<file path="src/rtl/swb_pkg.sv">
package swb_pkg;

  typedef enum logic [2:0] {
    OP_NONE  = 3'd0,
    OP_RESET = 3'd1,
    OP_WBIT  = 3'd2,
    OP_RBIT  = 3'd3,
    OP_WBYTE = 3'd4,
    OP_RBYTE = 3'd5
  } swb_op_e;

  typedef enum logic [2:0] {
    ST_IDLE,
    ST_RST_LOW,
    ST_RST_WAIT,
    ST_SLOT,
    ST_RECOV
  } swb_state_e;

  function automatic logic op_known(input logic [2:0] op);
    return (op >= 3'd1) && (op <= 3'd5);
  endfunction

endpackage

</file>
<file path="src/rtl/swb_sync.sv">
module swb_sync #(
  parameter int   STAGES  = 2,
  parameter logic RST_VAL = 1'b1
) (
  input  logic clk,
  input  logic rst,
  input  logic d,
  output logic q
);

  logic [STAGES-1:0] chain;

  generate
    for (genvar i = 0; i < STAGES; i++) begin : g_stage
      if (i == 0) begin : g_first
        always_ff @(posedge clk) begin
          if (rst) chain[0] <= RST_VAL;
          else     chain[0] <= d;
        end
      end else begin : g_next
        always_ff @(posedge clk) begin
          if (rst) chain[i] <= RST_VAL;
          else     chain[i] <= chain[i-1];
        end
      end
    end
  endgenerate

  assign q = chain[STAGES-1];

endmodule

</file>
<file path="src/rtl/swb_timer.sv">
module swb_timer #(
  parameter int CYC_PER_US = 50,
  parameter int US_W       = 11
) (
  input  logic            clk,
  input  logic            rst,
  input  logic            restart,
  output logic [US_W-1:0] us,
  output logic            us_last
);

  localparam int PRE_W = (CYC_PER_US > 1) ? $clog2(CYC_PER_US) : 1;
  localparam logic [PRE_W-1:0] PRE_TOP = PRE_W'(CYC_PER_US - 1);

  logic [PRE_W-1:0] pre;

  assign us_last = (pre == PRE_TOP);

  always_ff @(posedge clk) begin
    if (rst || restart) begin
      pre <= '0;
      us  <= '0;
    end else if (us_last) begin
      pre <= '0;
      if (us != '1) us <= us + 1'b1;
    end else begin
      pre <= pre + 1'b1;
    end
  end

  AST_US_ADVANCE: assert property (@(posedge clk) disable iff (rst)
    (!restart && us_last && (us != '1)) |=> (us == $past(us) + 1'b1));

  AST_US_RESTART: assert property (@(posedge clk) disable iff (rst)
    restart |=> (us == '0));

endmodule

</file>
<file path="src/rtl/swb_shifter.sv">
module swb_shifter #(
  parameter int DATA_W = 8,
  parameter int CNT_W  = 4
) (
  input  logic              clk,
  input  logic              rst,
  input  logic              load,
  input  logic [DATA_W-1:0] load_data,
  input  logic [CNT_W-1:0]  load_count,
  input  logic              shift,
  input  logic              capture,
  input  logic              rx_bit,
  output logic              tx_bit,
  output logic [DATA_W-1:0] rx_word,
  output logic              empty
);

  logic [DATA_W-1:0] tx_q;
  logic [CNT_W-1:0]  left_q;

  assign tx_bit = tx_q[0];
  assign empty  = (left_q == '0);

  always_ff @(posedge clk) begin
    if (rst) begin
      tx_q    <= '0;
      rx_word <= '0;
      left_q  <= '0;
    end else begin
      if (load) begin
        tx_q   <= load_data;
        left_q <= load_count;
      end else if (shift) begin
        tx_q   <= tx_q >> 1;
        left_q <= left_q - 1'b1;
      end
      if (capture) rx_word <= {rx_bit, rx_word[DATA_W-1:1]};
    end
  end

  AST_SHIFT_NONEMPTY: assert property (@(posedge clk) disable iff (rst)
    shift |-> !empty);

  AST_LEFT_RANGE: assert property (@(posedge clk) disable iff (rst)
    left_q <= CNT_W'(DATA_W));

endmodule

</file>
<file path="src/rtl/sw_bus_master.sv">
module sw_bus_master #(
  parameter int CLK_HZ      = 50_000_000,
  parameter int DATA_W      = 8,
  parameter int SYNC_STAGES = 2,
  parameter int RST_LOW_US  = 500,
  parameter int RST_WAIT_US = 480,
  parameter int PRES_SMP_US = 70,
  parameter int W1_LOW_US   = 6,
  parameter int W0_LOW_US   = 64,
  parameter int RD_LOW_US   = 6,
  parameter int RD_SMP_US   = 14,
  parameter int SLOT_US     = 70,
  parameter int REC_US      = 10
) (
  input  logic              clk,
  input  logic              rst,
  input  logic              cmd_valid,
  input  logic [2:0]        cmd_op,
  input  logic [DATA_W-1:0] cmd_data,
  output logic              busy,
  output logic              done,
  output logic              presence,
  output logic [DATA_W-1:0] rd_data,
  output logic              bus_oe,
  input  logic              bus_in
);
  import swb_pkg::*;

  localparam int CYC    = CLK_HZ / 1_000_000;
  localparam int US_MAX = RST_LOW_US + RST_WAIT_US + SLOT_US + REC_US;
  localparam int US_W   = $clog2(US_MAX + 1);
  localparam int CNT_W  = $clog2(DATA_W + 1);

  localparam logic [US_W-1:0] T_RST  = US_W'(RST_LOW_US);
  localparam logic [US_W-1:0] T_WAIT = US_W'(RST_WAIT_US);
  localparam logic [US_W-1:0] T_PRES = US_W'(PRES_SMP_US);
  localparam logic [US_W-1:0] T_W1   = US_W'(W1_LOW_US);
  localparam logic [US_W-1:0] T_W0   = US_W'(W0_LOW_US);
  localparam logic [US_W-1:0] T_RDL  = US_W'(RD_LOW_US);
  localparam logic [US_W-1:0] T_SMP  = US_W'(RD_SMP_US);
  localparam logic [US_W-1:0] T_SLOT = US_W'(SLOT_US);
  localparam logic [US_W-1:0] T_REC  = US_W'(REC_US);

  swb_state_e        state;
  swb_op_e           op_in;
  logic              oe_q, busy_q, done_q, pres_q;
  logic [DATA_W-1:0] rd_q;
  logic              rd_op, byte_op;
  logic              rx_s;
  logic [US_W-1:0]   us;
  logic              us_last;
  logic              tmr_restart, sh_load, sh_shift, sh_capture;
  logic              tx_bit, sh_empty;
  logic [DATA_W-1:0] rx_word;
  logic [DATA_W-1:0] load_data;
  logic [CNT_W-1:0]  load_count;
  logic [US_W-1:0]   low_sel;
  logic              accept;

  function automatic logic hit(input logic [US_W-1:0] cur, input logic lst,
                               input logic [US_W-1:0] n);
    return lst && (cur == n - 1'b1);
  endfunction

  swb_sync #(.STAGES(SYNC_STAGES), .RST_VAL(1'b1)) u_sync (
    .clk (clk),
    .rst (rst),
    .d   (bus_in),
    .q   (rx_s)
  );

  swb_timer #(.CYC_PER_US(CYC), .US_W(US_W)) u_timer (
    .clk     (clk),
    .rst     (rst),
    .restart (tmr_restart),
    .us      (us),
    .us_last (us_last)
  );

  swb_shifter #(.DATA_W(DATA_W), .CNT_W(CNT_W)) u_shift (
    .clk        (clk),
    .rst        (rst),
    .load       (sh_load),
    .load_data  (load_data),
    .load_count (load_count),
    .shift      (sh_shift),
    .capture    (sh_capture),
    .rx_bit     (rx_s),
    .tx_bit     (tx_bit),
    .rx_word    (rx_word),
    .empty      (sh_empty)
  );

  assign op_in  = swb_op_e'(cmd_op);
  assign accept = (state == ST_IDLE) && cmd_valid && op_known(cmd_op);

  always_comb begin
    case (op_in)
      OP_WBYTE: load_data = cmd_data;
      OP_WBIT:  load_data = {{(DATA_W-1){1'b0}}, cmd_data[0]};
      default:  load_data = '1;
    endcase
    case (op_in)
      OP_WBYTE, OP_RBYTE: load_count = CNT_W'(DATA_W);
      OP_WBIT, OP_RBIT:   load_count = CNT_W'(1);
      default:            load_count = '0;
    endcase
  end

  assign low_sel = rd_op ? T_RDL : (tx_bit ? T_W1 : T_W0);

  always_comb begin
    tmr_restart = 1'b0;
    sh_load     = 1'b0;
    sh_shift    = 1'b0;
    sh_capture  = 1'b0;
    case (state)
      ST_IDLE: begin
        if (accept) begin
          tmr_restart = 1'b1;
          sh_load     = 1'b1;
        end
      end
      ST_RST_LOW: begin
        if (hit(us, us_last, T_RST)) tmr_restart = 1'b1;
      end
      ST_SLOT: begin
        if (rd_op && hit(us, us_last, T_SMP)) sh_capture = 1'b1;
        if (hit(us, us_last, T_SLOT)) begin
          tmr_restart = 1'b1;
          sh_shift    = 1'b1;
        end
      end
      ST_RECOV: begin
        if (hit(us, us_last, T_REC) && !sh_empty) tmr_restart = 1'b1;
      end
      default: ;
    endcase
  end

  always_ff @(posedge clk) begin
    if (rst) begin
      state   <= ST_IDLE;
      oe_q    <= 1'b0;
      busy_q  <= 1'b0;
      done_q  <= 1'b0;
      pres_q  <= 1'b0;
      rd_q    <= '0;
      rd_op   <= 1'b0;
      byte_op <= 1'b0;
    end else begin
      done_q <= 1'b0;
      case (state)
        ST_IDLE: begin
          if (accept) begin
            busy_q  <= 1'b1;
            oe_q    <= 1'b1;
            rd_op   <= (op_in == OP_RBIT) || (op_in == OP_RBYTE);
            byte_op <= (op_in == OP_WBYTE) || (op_in == OP_RBYTE);
            state   <= (op_in == OP_RESET) ? ST_RST_LOW : ST_SLOT;
          end
        end
        ST_RST_LOW: begin
          if (hit(us, us_last, T_RST)) begin
            oe_q  <= 1'b0;
            state <= ST_RST_WAIT;
          end
        end
        ST_RST_WAIT: begin
          if (hit(us, us_last, T_PRES)) pres_q <= !rx_s;
          if (hit(us, us_last, T_WAIT)) begin
            busy_q <= 1'b0;
            done_q <= 1'b1;
            state  <= ST_IDLE;
          end
        end
        ST_SLOT: begin
          if (hit(us, us_last, low_sel)) oe_q <= 1'b0;
          if (hit(us, us_last, T_SLOT)) state <= ST_RECOV;
        end
        ST_RECOV: begin
          if (hit(us, us_last, T_REC)) begin
            if (!sh_empty) begin
              oe_q  <= 1'b1;
              state <= ST_SLOT;
            end else begin
              if (rd_op)
                rd_q <= byte_op ? rx_word
                                : {{(DATA_W-1){1'b0}}, rx_word[DATA_W-1]};
              busy_q <= 1'b0;
              done_q <= 1'b1;
              state  <= ST_IDLE;
            end
          end
        end
        default: state <= ST_IDLE;
      endcase
    end
  end

  assign busy     = busy_q;
  assign done     = done_q;
  assign presence = pres_q;
  assign rd_data  = rd_q;
  assign bus_oe   = oe_q;

  AST_DONE_ONE_CYCLE: assert property (@(posedge clk) disable iff (rst)
    done |=> !done);

  AST_DONE_ENDS_BUSY: assert property (@(posedge clk) disable iff (rst)
    done |-> (!busy && $past(busy)));

  AST_IDLE_RELEASED: assert property (@(posedge clk) disable iff (rst)
    !busy |-> !bus_oe);

  AST_RST_WAIT_RELEASED: assert property (@(posedge clk) disable iff (rst)
    (state == ST_RST_WAIT) |-> !bus_oe);

  AST_RECOV_RELEASED: assert property (@(posedge clk) disable iff (rst)
    (state == ST_RECOV) |-> !bus_oe);

  AST_SLOT_LOW_LIMIT: assert property (@(posedge clk) disable iff (rst)
    ((state == ST_SLOT) && bus_oe) |-> (us < T_W0));

  AST_BUSY_IGNORES_CMD: assert property (@(posedge clk) disable iff (rst)
    (busy && !done) |=> !(($past(state) == ST_IDLE) && (state != ST_IDLE)));

endmodule

</file>
<file path="config.mk">
export PLATFORM = sky130hd
export DESIGN_NAME = sw_bus_master
export DESIGN_NICKNAME = d
export VERILOG_FILES = /design/src/rtl/swb_pkg.sv /design/src/rtl/swb_sync.sv /design/src/rtl/swb_timer.sv /design/src/rtl/swb_shifter.sv /design/src/rtl/sw_bus_master.sv
export SDC_FILE = /design/constraint.sdc
export NUM_CORES = 1
export LEC_CHECK = 0
export BUFFER_PORTS_ARGS = -buffer_cell sky130_fd_sc_hd__buf_2
export CAP_MARGIN = 5
export CORE_UTILIZATION = 45
export CTS_CLUSTER_DIAMETER = 40
export DETAILED_ROUTE_END_ITERATION = 8
export GPL_TIMING_DRIVEN = 0
export SYNTH_ARGS = -nofsm -noshare
export SYNTH_HDL_FRONTEND = slang
export SYNTH_SLANG_ARGS = --single-unit
</file>
<file path="constraint.sdc">
create_clock -name clk -period 5.34 [get_ports clk]
set_input_delay 0.267 -clock clk [delete_from_list [all_inputs] [get_ports clk]]
set_output_delay 0.267 -clock clk [all_outputs]
set_load 0.01 [all_outputs]
</file>
* Word-level counts from Yosys, hierarchy flattened *
Cells that the tools add are included.

word-level totals
  bits in registers = 56
  bits in latches = 0
  RAM bits = 0
  memory bits (read-only) = 0
  input port bits = 15
  output and inout port bits = 12
  word-level logic and storage cells = 117
  memories = 0

operators by class
  $add $sub $neg = 4
  multiply operators = 0
  divide/modulo/power cells = 0
  order comparisons = 2
  equality and inequality tests = 25
  shifts and indexed selects = 0
  muxes and demuxes = 40
  bitwise logic cells = 0
  reductions and logical operators = 31

operators with widths
  kind                                               count
  two-way mux 8 bit                                  3
  == test 11 x 4 -> 1 bit (second input constant)    2
  == test 11 x 9 -> 1 bit (second input constant)    2
  two-way mux 1 bit                                  19
  inequality test 2 bit (second input constant)      8
  case mux 8 bit (2 select lines)                    1
  two-way mux 3 bit                                  5
  case mux 3 bit (5 select lines)                    1
  two-way mux 7 bit                                  2
  == test 3 x 2 -> 1 bit (second input constant)     4
  adder 11 x 1 -> 11 bit (second input constant)     1
  == test 11 bit                                     1
  == test 11 x 7 -> 1 bit (second input constant)    1
  logical AND 1 bit                                  11
  inequality test 11 bit (second input constant)     1
  AND reduction 5 bit                                2
  == test 3 bit (second input constant)              3
  two-way mux 4 bit                                  2
  case mux 1 bit (4 select lines)                    2
  case mux 4 bit (2 select lines)                    1
  subtractor 7 x 1 -> 8 bit (second input constant)  1
  adder 6 x 1 -> 6 bit (second input constant)       1
  == test 3 x 1 -> 1 bit (second input constant)     2
  == test 6 bit (second input constant)              1
  other kinds (17)                                   25

* Depth between registers and ports, before layout *
  word-level depth = 7
  depth in mapped cells = 9
  mapped depth without buffers = 8

* Hierarchy *
Synthesis repeated with hierarchy kept, for this count alone.

unflattened totals
  cells, all modules = 340
  area, all modules = 2942.8 µm²

modules (own cells, without submodules)
  module         instances  cells each  area an instance (µm²)  sequential area each (µm²)
  sw_bus_master  1          153         1151.1                  340.3
  swb_shifter    1          87          882.1                   400.4
  swb_timer      1          96          857.1                   340.3
  swb_sync       1          4           52.6                    40.0

* Worst setup path before layout *
OpenSTA, ideal clock, no wires.

  path kind = reg-to-reg
  from = reg u_timer.pre[0]
  to = reg state[1]
  setup time = 0.129 ns
  arrival = 1.835 ns
  data required time = 5.211 ns
  slack = 3.376 ns
  stages on the path, launching flop included = 8
  path buffers = 0
  period minus slack after synthesis = 1.964 ns
  cell sequence = dfxtp_1 > ha_1 > and4bb_2 > nand4_1 > o41ai_1 > o21a_1 > a21boi_0 > nor3b_1

between the ends
  cells in the longest elaborated chain, start to end = 4
  elaborated cells between the ends (all ways) = 10
  those cells by class = eq/ne: 5; reduce/logical: 5

ends and longest elaborated chain
  what                                    RTL line              RTL
  start, declared                         swb_timer.sv:15       logic [PRE_W-1:0] pre;
  start signal, assigned                  swb_timer.sv:27       pre <= pre + 1'b1;
  == test 6 bit *                         swb_timer.sv:17       assign us_last = (pre == PRE_TOP);
  logical AND 1 bit                       sw_bus_master.sv:62   return lst && (cur == n - 1'b1);
  inequality test 2 bit (no source line)  -
  AND reduction 5 bit (no source line) *  -
  end signal, assigned                    sw_bus_master.sv:160  state <= (op_in == OP_RESET) ? ST_RST_LOW : ST_SLOT;
  end, declared                           sw_bus_master.sv:44   swb_state_e state;

Every way passes the cells marked *; elsewhere a longest branch is shown, timed or not.
A chain may end at the register's enable or synchronous reset.

* Worst setup path in the final report *
  from = reg u_shift.left_q[0]
  to = reg u_timer.pre[3]

between the ends
  cells in the longest elaborated chain, start to end = 7

ends and longest elaborated chain
  what                                 RTL line              RTL
  start, declared                      swb_shifter.sv:19     logic [CNT_W-1:0] left_q;
  start signal, assigned               swb_shifter.sv:32     left_q <= load_count;
  start signal, assigned               swb_shifter.sv:35     left_q <= left_q - 1'b1;
  zero test 4 bit                      swb_shifter.sv:22     assign empty = (left_q == '0);
  zero test 1 bit                      -
  logical AND 1 bit                    sw_bus_master.sv:135  if (hit(us, us_last, T_REC) && !sh_empty) tmr_restart = 1'b1;
  two-way mux 1 bit                    sw_bus_master.sv:135
  case mux 1 bit (4 select lines)      sw_bus_master.sv:117  case (state)
  logical OR 1 bit                     swb_timer.sv:20       if (rst || restart) begin
  OR reduction 2 bit (no source line)  -

No other way between the ends.

==> results.ini <==
[status]
status=finished clean

[global_route]
grtUsageTotal_pct=21.03
grt_pass1_wl_microns=10570
grt_max_degree=20
overflow=0
antenna_found_initial=0
grt_pass1_vias=2196

[cts]
htree_levels=2
cts_hold_buf=0
clkLatencyLatePin_ps=320
cts_tree=built
cts_resized=0
cts_buffers=5
root_buffer=clkbuf_8
cts.reportedPaths.clkPinSlew_ps=110
clk_path_buf_depth=2
postCtsSetupBuffers=0
clock_sinks=56

[sta]
period_share_pct=46.99
max_freq_mhz=398.5
maxSlewViolCount=0
relSlewSlack_pct=44.56
timing.final.hold_violations=0
hold_slack_ps=145.5
min_period_ps=2509
tns_ps=0
worst_pin_slew_ps=829.8
fin_worst_skew_ps=15.31
rsz0062_at_grt=false
setup_viol=0

[cells_and_area]
syn2layout_area_growth_pct=11.46
instances_no_fill=438
n_antenna_cell=0
fin_area_sq_um=3092
drive_gt1_share_pct=13.50
nets=382
fillCellCount=571

[logic_synthesis]
syn_area_sq_um=2774
synth-async-reset-ratio_pct=0
yosysUniqueCellTypes=55
synth.top_cell.area_share_pct=40.41
synth_warnings=0
synthesis.nets=349
synthTopCellsByArea=dfxtp_1, nor2_1, mux2i_1
synth-edff-count=0
synthTopCellsByCount=dfxtp_1, nor2_1, nand2_1
syn_avg_cell_area_sq_um=8.431
synth_largest_area_cell=dfxtp_1
synthCells=329
synth-main-ff-cell=dfxtp_1
yosysMostFrequentCell=dfxtp_1
synth-seq-cells=56
ys_seq_area_share_pct=40.41

[power]
powerDensity_nw_per_um2=274.3
max-vdd-ir-drop_uv=118.3
p_total_uw=848.1
p_leak_nw=1.126

[placement]
io_buffers=26
placed_area_sq_um=2998
dp_cells=430
hpwl_microns=4533
routabilityCongestion=0.8252

[route]
wl_per_cell_microns=14.39
via_count=2438
drt_iter0_drc=127
drcViolationCount=0
dr.pass1.iters=4
wl_microns=6305
via_per_inst=5.566
antenna_left=0

[floorplanning]
row_count=28
dieArea_sq_um=6482
fp.dieH_microns=80.51
start_util_pct=46.85
pin_count=27
fp.dieW_microns=80.51
core_sq_um=5921

[critical_path]
cp.arrival_ps=2760
cp-start-kind=flip-flop
cp_data_required_time_ps=5590
critPathCaptureType=flip-flop
path_max_fanout=6
crit_type=flip-flop to flip-flop

[job]
cap_violations=0

[worst_hold_path]
hp-class=primary input to flip-flop

placed cells by master, fill, tap and decap left out, types with 2 or more instances in the layout:
cell / n
a21o_1: 2
inv_6: 2
nor4_4: 2
o21ai_0: 14
dfxtp_1: 56
a311oi_1: 2
a221oi_1: 2
o21bai_1: 3
nand4_1: 10
inv_1: 6
nor3_1: 7
mux2i_1: 11
ha_1: 5
clkbuf_8: 5
clkbuf_1: 13
and3_1: 4
o41ai_1: 2
a211oi_1: 8
nand2_1: 29
buf_2: 29
nor2_1: 46
xnor2_1: 4
nor4_1: 5
o31ai_1: 3
or4_1: 2
a31oi_1: 5
or3_1: 5
nor3b_1: 3
o21a_1: 3
or2_2: 3
nand2b_1: 4
nand3_1: 19
and4_2: 2
xor2_1: 9
nor2b_1: 2
a21oi_1: 14
path summary, 6_finish.rpt:
| kind | startpoint | end | slack [ps] | cells after the start |
|---|---|---|---|---|
| worst min-delay path | bus_in | u_sync.chain[0] | 150 | 2 |
| worst max-delay path | u_shift.left_q[0] | u_timer.pre[3] | 2830 | 7 |
| worst max register to register | u_shift.left_q[0] | u_timer.pre[3] | 2830 | 7 |
| worst min register to register | u_sync.chain[0] | u_sync.q | 400 | 1 |
per-layer routing:
layer  routed length (microns)  track usage (%)  up-vias
met5                         0                0        -
li1                          -                -     1256
met1                      3106            28.10     1142
met4                        70            6.607        0
met3                       173            3.864        7
met2                      2954            33.98       33
kinds of logic after synthesis:
logic type      count (synthesis)  share of synthesized area, %
mux                            11                         3.969
simple gates                  153                         29.95
buf+inv                        24                         3.428
xor+xnor                       13                         4.105
compound gates                 67                         15.88
fa+ha+maj                       5                         2.255
flops                          56                         40.42
report_power, final:
| group | internal [mW] | switching [mW] | total, mW |
|---|---|---|---|
| clock | 0.0961 | 0.149 | 0.245 |
| combinational | 0.0577 | 0.0941 | 0.152 |
| sequential | 0.439 | 0.0118 | 0.451 |
| total | 0.593 | 0.255 | 0.848 |
flip-flops by register name, indices dropped and copies added, names as in the netlist:
signal	flops
done	1
rd_data	8
u_shift.left_q	4
u_sync.q	1
bus_oe	1
rd_op	1
u_timer.pre	6
u_shift.tx_q	8
byte_op	1
busy	1
u_timer.us	11
u_sync.chain	1
state	3
u_shift.rx_word	8
presence	1
stage by stage:
step / util, % / worst slack, ps
floorplan: - / 3376
global placement: 50.63 / 2881
detailed placement: 50.63 / 2883
CTS: 52.22 / 2844
global route: 52.22 / 2623
finish: 52.22 / 2831
worst max-delay path, stage by stage, from the launching register on:
cell	delay, ps
dfxtp_1	340
inv_1	70
ha_1	170
nor3b_1	690
nor4_1	140
or4_1	640
a21o_1	270
nor2_1	120
area by class of cell:
| cell class | count | area, sq um | share of cell area (%) |
|---|---|---|---|
| sequential | 56 | 1121 | 36.26 |
| clock buffer | 5 | 68.82 | 2.226 |
| buffer | 18 | 72.57 | 2.347 |
| timing repair buffer | 26 | 130.1 | 4.209 |
| clock inverter | 3 | 25.02 | 0.8094 |
| tap | 75 | 93.84 | 3.035 |
| multi-input combinational | 249 | 1558 | 50.38 |
| inverter | 6 | 22.52 | 0.7284 |
Power figures use the tool's default switching activity.
